--- config.mk ---
export PLATFORM = sky130hd
export DESIGN_NAME = dmac_top
export DESIGN_NICKNAME = d
export VERILOG_FILES = /design/src/rtl/dmac_pkg.sv /design/src/rtl/dmac_chan.sv /design/src/rtl/dmac_arb.sv /design/src/rtl/dmac_top.sv
export SDC_FILE = /design/constraint.sdc
export NUM_CORES = 2
export LEC_CHECK = 0
export CELL_PAD_IN_SITES_DETAIL_PLACEMENT = 1
export CELL_PAD_IN_SITES_GLOBAL_PLACEMENT = 2
export CORE_MARGIN = 10
export CORE_UTILIZATION = 30
export DETAILED_ROUTE_END_ITERATION = 10
export PLACE_DENSITY_LB_ADDON = 0.15
export SLEW_MARGIN = 30
export SYNTH_ARGS = -nofsm -noshare
export SYNTH_HDL_FRONTEND = slang
export SYNTH_SLANG_ARGS = --single-unit
--- constraint.sdc ---
create_clock -name clk -period 5.8 [get_ports clk]
set_input_delay 1.16 -clock clk [delete_from_list [all_inputs] [get_ports clk]]
set_output_delay 1.16 -clock clk [all_outputs]
set_load 0.03 [all_outputs]
--- src/rtl/dmac_pkg.sv ---
package dmac_pkg;

    // status word fields, most significant first
    typedef struct packed {
        logic nodesc;
        logic dinv;
        logic aerr;
        logic done;
        logic halt;
        logic cterm;
        logic en;
    } chan_stat_t;

    // command word fields
    typedef struct packed {
        logic       sinc;
        logic       dinc;
        logic [1:0] swid;
        logic [1:0] dwid;
        logic [2:0] unit;
        logic       blk;
        logic       tie;
        logic       link;
    } chan_cmd_t;

    typedef enum logic [2:0] {
        OFF_SRC  = 3'd0,
        OFF_DST  = 3'd1,
        OFF_CNT  = 3'd2,
        OFF_REQ  = 3'd3,
        OFF_STAT = 3'd4,
        OFF_CMD  = 3'd5
    } bank_off_e;

    function automatic logic [2:0] unit_shift(input logic [2:0] code);
        case (code)
            3'd0:    return 3'd2;
            3'd2:    return 3'd1;
            3'd3:    return 3'd4;
            3'd4:    return 3'd5;
            default: return 3'd0;
        endcase
    endfunction

    function automatic chan_stat_t stat_from_word(input logic [31:0] w);
        chan_stat_t s;
        s.nodesc = w[31];
        s.dinv   = w[6];
        s.aerr   = w[4];
        s.done   = w[3];
        s.halt   = w[2];
        s.cterm  = w[1];
        s.en     = w[0];
        return s;
    endfunction

    function automatic logic [31:0] stat_to_word(input chan_stat_t s);
        return {s.nodesc, 24'd0, s.dinv, 1'b0, s.aerr, s.done, s.halt, s.cterm, s.en};
    endfunction

    function automatic chan_cmd_t cmd_from_word(input logic [31:0] w);
        chan_cmd_t c;
        c.sinc = w[23];
        c.dinc = w[22];
        c.swid = w[15:14];
        c.dwid = w[13:12];
        c.unit = w[10:8];
        c.blk  = w[7];
        c.tie  = w[1];
        c.link = w[0];
        return c;
    endfunction

    function automatic logic [31:0] cmd_to_word(input chan_cmd_t c);
        return {8'd0, c.sinc, c.dinc, 6'd0, c.swid, c.dwid, 1'b0, c.unit,
                c.blk, 5'd0, c.tie, c.link};
    endfunction

endpackage

--- src/rtl/dmac_chan.sv ---
module dmac_chan
    import dmac_pkg::*;
#(
    parameter int AW = 32,
    parameter int CW = 16,
    parameter int RW = 5
) (
    input  logic          clk,
    input  logic          rst,
    input  logic          run_ok,
    input  logic          wr_en,
    input  logic [2:0]    wr_off,
    input  logic [31:0]   wdata,
    input  logic [2:0]    rd_off,
    output logic [31:0]   rdata,
    input  logic          grant,
    input  logic          ack,
    output logic          want,
    output logic          err_set,
    output logic [AW-1:0] src,
    output logic [AW-1:0] dst,
    output logic [2:0]    unit,
    output logic          irq_bit
);
    logic [AW-1:0] src_q, dst_q;
    logic [CW-1:0] cnt_q;
    logic [RW-1:0] req_q;
    chan_stat_t    st_q;
    chan_cmd_t     cmd_q;

    logic [AW-1:0] step, amask;
    logic          misal, ready;

    always_comb begin
        step    = {{(AW-1){1'b0}}, 1'b1} << unit_shift(cmd_q.unit);
        amask   = step - 1'b1;
        misal   = |((src_q | dst_q) & amask);
        ready   = st_q.en & st_q.nodesc & ~st_q.halt & ~st_q.aerr & ~st_q.done
                  & (cnt_q != '0) & run_ok;
        want    = ready & ~misal;
        err_set = ready & misal;
    end

    always_ff @(posedge clk) begin
        if (rst) begin
            src_q <= '0;
            dst_q <= '0;
            cnt_q <= '0;
            req_q <= '0;
            st_q  <= '0;
            cmd_q <= '0;
        end else begin
            if (err_set) begin
                st_q.aerr <= 1'b1;
                st_q.halt <= 1'b1;
            end
            if (grant && ack) begin
                cnt_q <= cnt_q - 1'b1;
                if (cmd_q.sinc) src_q <= src_q + step;
                if (cmd_q.dinc) dst_q <= dst_q + step;
                if (cnt_q == CW'(1)) begin
                    st_q.done  <= 1'b1;
                    st_q.cterm <= 1'b1;
                end
            end
            if (wr_en) begin
                case (wr_off)
                    OFF_SRC:  src_q <= wdata[AW-1:0];
                    OFF_DST:  dst_q <= wdata[AW-1:0];
                    OFF_CNT:  cnt_q <= wdata[CW-1:0];
                    OFF_REQ:  req_q <= wdata[RW-1:0];
                    OFF_STAT: st_q  <= stat_from_word(wdata);
                    OFF_CMD:  cmd_q <= cmd_from_word(wdata);
                    default:  ;
                endcase
            end
        end
    end

    always_comb begin
        case (rd_off)
            OFF_SRC:  rdata = 32'(src_q);
            OFF_DST:  rdata = 32'(dst_q);
            OFF_CNT:  rdata = 32'(cnt_q);
            OFF_REQ:  rdata = 32'(req_q);
            OFF_STAT: rdata = stat_to_word(st_q);
            OFF_CMD:  rdata = cmd_to_word(cmd_q);
            default:  rdata = '0;
        endcase
    end

    assign src     = src_q;
    assign dst     = dst_q;
    assign unit    = cmd_q.unit;
    assign irq_bit = st_q.done & cmd_q.tie;

endmodule

--- src/rtl/dmac_arb.sv ---
module dmac_arb #(
    parameter int N = 6
) (
    input  logic [N-1:0] req,
    output logic [N-1:0] grant
);
    logic taken;

    always_comb begin
        taken = 1'b0;
        grant = '0;
        for (int i = 0; i < N; i++) begin
            if (req[i] && !taken) begin
                grant[i] = 1'b1;
                taken    = 1'b1;
            end
        end
    end

endmodule

--- src/rtl/dmac_top.sv ---
module dmac_top
    import dmac_pkg::*;
#(
    parameter int NCH = 6,
    parameter int AW  = 32,
    parameter int CW  = 16
) (
    input  logic          clk,
    input  logic          rst,
    input  logic          reg_we,
    input  logic [9:0]    reg_addr,
    input  logic [31:0]   reg_wdata,
    output logic [31:0]   reg_rdata,
    output logic          mem_req,
    output logic [AW-1:0] mem_src,
    output logic [AW-1:0] mem_dst,
    output logic [2:0]    mem_unit,
    input  logic          mem_ack,
    output logic          irq
);
    localparam int BANK_SPAN = NCH * 32;

    logic           in_bank, in_glob, word_ok;
    logic [2:0]     ch_sel, bank_off;
    logic [NCH-1:0] want, grant, err_set, irq_bits, wr_en;
    logic [AW-1:0]  ch_src [NCH];
    logic [AW-1:0]  ch_dst [NCH];
    logic [2:0]     ch_unit [NCH];
    logic [31:0]    ch_rdata [NCH];

    logic [1:0] g_pri;
    logic       g_halt, g_aerr, g_en, run_ok;

    assign word_ok  = (reg_addr[1:0] == 2'b00);
    assign in_bank  = word_ok && (32'(reg_addr) < BANK_SPAN);
    assign in_glob  = word_ok && (reg_addr[9:4] == 6'h30);
    assign ch_sel   = reg_addr[7:5];
    assign bank_off = reg_addr[4:2];
    assign run_ok   = g_en & ~g_halt;

    for (genvar i = 0; i < NCH; i++) begin : g_ch
        assign wr_en[i] = reg_we && in_bank && (ch_sel == 3'(i));
        dmac_chan #(.AW(AW), .CW(CW)) u_ch (
            .clk     (clk),
            .rst     (rst),
            .run_ok  (run_ok),
            .wr_en   (wr_en[i]),
            .wr_off  (bank_off),
            .wdata   (reg_wdata),
            .rd_off  (bank_off),
            .rdata   (ch_rdata[i]),
            .grant   (grant[i]),
            .ack     (mem_ack),
            .want    (want[i]),
            .err_set (err_set[i]),
            .src     (ch_src[i]),
            .dst     (ch_dst[i]),
            .unit    (ch_unit[i]),
            .irq_bit (irq_bits[i])
        );
    end

    dmac_arb #(.N(NCH)) u_arb (
        .req   (want),
        .grant (grant)
    );

    always_comb begin
        mem_src  = '0;
        mem_dst  = '0;
        mem_unit = '0;
        for (int i = 0; i < NCH; i++) begin
            if (grant[i]) begin
                mem_src  = mem_src  | ch_src[i];
                mem_dst  = mem_dst  | ch_dst[i];
                mem_unit = mem_unit | ch_unit[i];
            end
        end
    end

    assign mem_req = |grant;
    assign irq     = |irq_bits;

    always_ff @(posedge clk) begin
        if (rst) begin
            g_pri  <= '0;
            g_halt <= 1'b0;
            g_aerr <= 1'b0;
            g_en   <= 1'b0;
        end else begin
            if (|err_set) g_aerr <= 1'b1;
            if (reg_we && in_glob && reg_addr[3:2] == 2'd0) begin
                g_pri  <= reg_wdata[9:8];
                g_halt <= reg_wdata[3];
                g_aerr <= reg_wdata[2];
                g_en   <= reg_wdata[0];
            end
        end
    end

    always_comb begin
        reg_rdata = '0;
        if (in_bank) begin
            reg_rdata = ch_rdata[ch_sel];
        end else if (in_glob) begin
            case (reg_addr[3:2])
                2'd0:    reg_rdata = {22'd0, g_pri, 4'd0, g_halt, g_aerr, 1'b0, g_en};
                2'd1:    reg_rdata = 32'(irq_bits);
                default: reg_rdata = '0;
            endcase
        end
    end

endmodule

==> flow_summary.yaml <==
clock_network:
  root_buffer: "clkbuf_16"
  cts.path.max_buffers: 3
  clkTransAtPathRegs_ns: 0.06
  postCtsHoldBufs: 0
  cts_made_buffers: 84
  htreeDepth: 3
  cts_sinks: 629
  clock_latency_ns: 0.72
  cts_tree: "yes"
synthesis:
  yosysSeqAreaShare_pct: 28.53
  synth_top_family_by_area: "compound AO/OA/AOI/OAI gates"
  synth_seq_cells: 629
  synth_cell_types: 79
  synth.area.mux_share_pct: 3.935
  ys_dominant_reg_cell: "dfxtp_1"
  syn_inst: 5900
  synth_fa_ha_area_share_pct: 4.088
  ys_warn_count: 0
  syn_area_sq_um: 44140
  synthArstFlopShare_pct: 0
  synth.avg_cell_area_sq_um: 7.481
  synth_compound_area_share_pct: 26.63
  synth_edf_count: 0
  yosys.area_share.simple_pct: 25.84
  synth-xor-area-share_pct: 5.457
min_path:
  hold_path_class: "flip-flop to flip-flop"
  holdPathStages: 2
place:
  placedCellCount: 7787
  dp.final_hpwl_um: 208400
  place.gp.congestion: 0.9913
  io_buffer_count: 146
setup_path:
  end_kind: "output pin"
  cp_max_fo: 24
  crit_required_ns: 4.64
  startpoint_type: "flip-flop"
  path_class: "flip-flop to output pin"
  cp.arrival_ns: 4.63
  reg2reg_depth: 11
global_routing:
  grt.total_usage_pct: 32.89
  antenna_found_initial: 22
  grt_pass1_vias: 49030
  grt_pass1_wl_um: 390200
  grt_max_degree: 171
  grt-ovfl-total: 0
timing:
  fin_crit_sh_pct: 99.88
  fmax_mhz: 172.6
  period_needed_ns: 5.793
  finalClockSkew_ns: 0.05055
  tightest_slew_ns: 1.305
  hold_viol_final: 0
  timing.slew.headroom_pct: 11.88
  setup_viol: 0
  finalSetupTns_ns: 0
  slew_viol_final: 0
route:
  vias_per_cell: 6.444
  dr.pass1.iters: 6
  routed_wl_um: 280600
  ant_nets: 0
  drtIter0Drc: 6194
  drcViolationCount: 0
  via_count: 51320
  wl_per_cell_um: 35.23
power:
  finalPower_w: 0.01110
  powerDensity_nw_per_um2: 212.0
  ir_drop_mv: 0.2214
  p_leak_nw: 17.94
cells_and_area:
  final_cell_mix: "787 x nor2_1, 627 x dfxtp_1, 545 x nand2_1, 350 x buf_4, 326 x a211oi_1"
  final_cells: 7965
  area_growth_pct: 18.63
  layout-drive-gt1-share_pct: 12.10
  layout_commonest_cell: "nor2_1"
  nets: 6155
die:
  dieWidth_um: 403.6
  dieHeight_um: 403.6
  start_util_pct: 30.25
  io_pins: 147
  coreArea_sq_um: 145900
  dieArea_sq_um: 162900
  rows: 140
job:
  maxCapViolCount: 0
status:
  status: "complete, no violations"
[power by group]
group          total (W)  switching, W  internal [W]
registers        0.00434     0.0000138       0.00433
logic           0.000798      0.000633      0.000165
clock network    0.00597       0.00238       0.00359
[final timing paths]
check | slack [ns] | startpoint | to
max | 0.007 | g_ch[3].u_ch.unit[0] | mem_src[31]
min | 0.46 | g_ch[2].u_ch.st_q[5] | g_ch[2].u_ch.st_q[5]
max reg2reg | 0.98 | g_ch[3].u_ch.unit[0] | g_ch[3].u_ch.dst[25]
min reg2reg | 0.46 | g_ch[2].u_ch.st_q[5] | g_ch[2].u_ch.st_q[5]
[cells in the mapped netlist (all sizes together) (70+ instances only)]
cell	instances	area (sq um)
nand4	90	563.0
nor3	192	975.9
nor2	793	2977
ha	125	1564
or3	112	700.7
a221o	94	940.9
clkbuf	448	1682
and3	70	437.9
xor2	89	779.5
o21ai	277	1390
a22oi	122	915.9
a211oi	328	2462
dfxtp	629	12590
mux2i	124	1241
nor4	87	584.3
nand3	204	1026
xnor2	186	1629
a221oi	99	867.1
inv	131	491.7
a311oi	142	1244
nand2	559	2098
a21oi	295	1476
[cells by family after synthesis]
| logic type | count (synthesis) |
|---|---|
| buffers and inverters | 644 |
| and+or+nand+nor | 2376 |
| AOI/OAI and AO/OA | 1674 |
| muxes | 163 |
| DFF | 629 |
| other | 2 |
| adders and majority gates | 137 |
| xor gates and xnor gates | 275 |
[registers in the layout, indices dropped and copies added, names as in the netlist]
name,cells
g_halt,1
g_ch.u_ch.src,192
g_en,1
g_ch.u_ch.cmd_q,54
g_pri,2
g_ch.u_ch.st_q,42
g_aerr,1
g_ch.u_ch.unit,18
g_ch.u_ch.dst,192
g_ch.u_ch.req_q,30
g_ch.u_ch.cnt_q,96
[critical path, stage by stage (launching register included)]
cell and delay (ns):
dfxtp_1 0.49, or3b_2 0.63, ha_1 0.27, xor2_1 0.18, a211oi_2 0.31, nand3_2 0.29
nor4_4 0.47, buf_4 0.23, buf_6 0.30, nand2_1 0.11, o21ai_0 0.17, a221o_1 0.26
buf_4 0.20
[metal layers]
metal	track usage [%]	wire length (um)	vias to the layer above
met2	49.58	119600	2694
met4	16.25	15720	12
met1	43.95	118800	25910
li1	-	-	22110
met3	7.271	26470	600
met5	0	74	-
[repair_timing]
item	in CTS	in global routing
setup buffers	11	3
setup endpoints to repair	68	39
gates cloned	1	1
pin swaps	4	3
resized for setup	26	11
[final cells by class]
type,count,area (sq um)
Fill cell,17500,93550
Multi-Input combinational cell,4674,29650
Sequential cell,629,12590
Timing Repair Buffer,452,4156
Clock buffer,119,2507
Tap cell,1917,2399
Clock inverter,36,541.8
Inverter,131,491.7
Antenna cell,7,17.52
[per-stage QoR]
stage | setup WS, ns | util (%) | hold slack, ns | cell area, sq um
5_1_grt | -0.03547 | 35.87 | 0.4662 | 52340
6_report | 0.007210 | 35.88 | 0.4566 | 52360
3_3_place_gp | 0.3069 | 33.56 | 0.4386 | 48970
4_1_cts | 0.01593 | 35.82 | 0.4541 | 52260
2_1_floorplan | 0.8751 | - | 0.4284 | 44310
3_5_place_dp | 0.2736 | 33.57 | 0.4457 | 48990
Note: power is estimated with default switching activity, not from simulation.
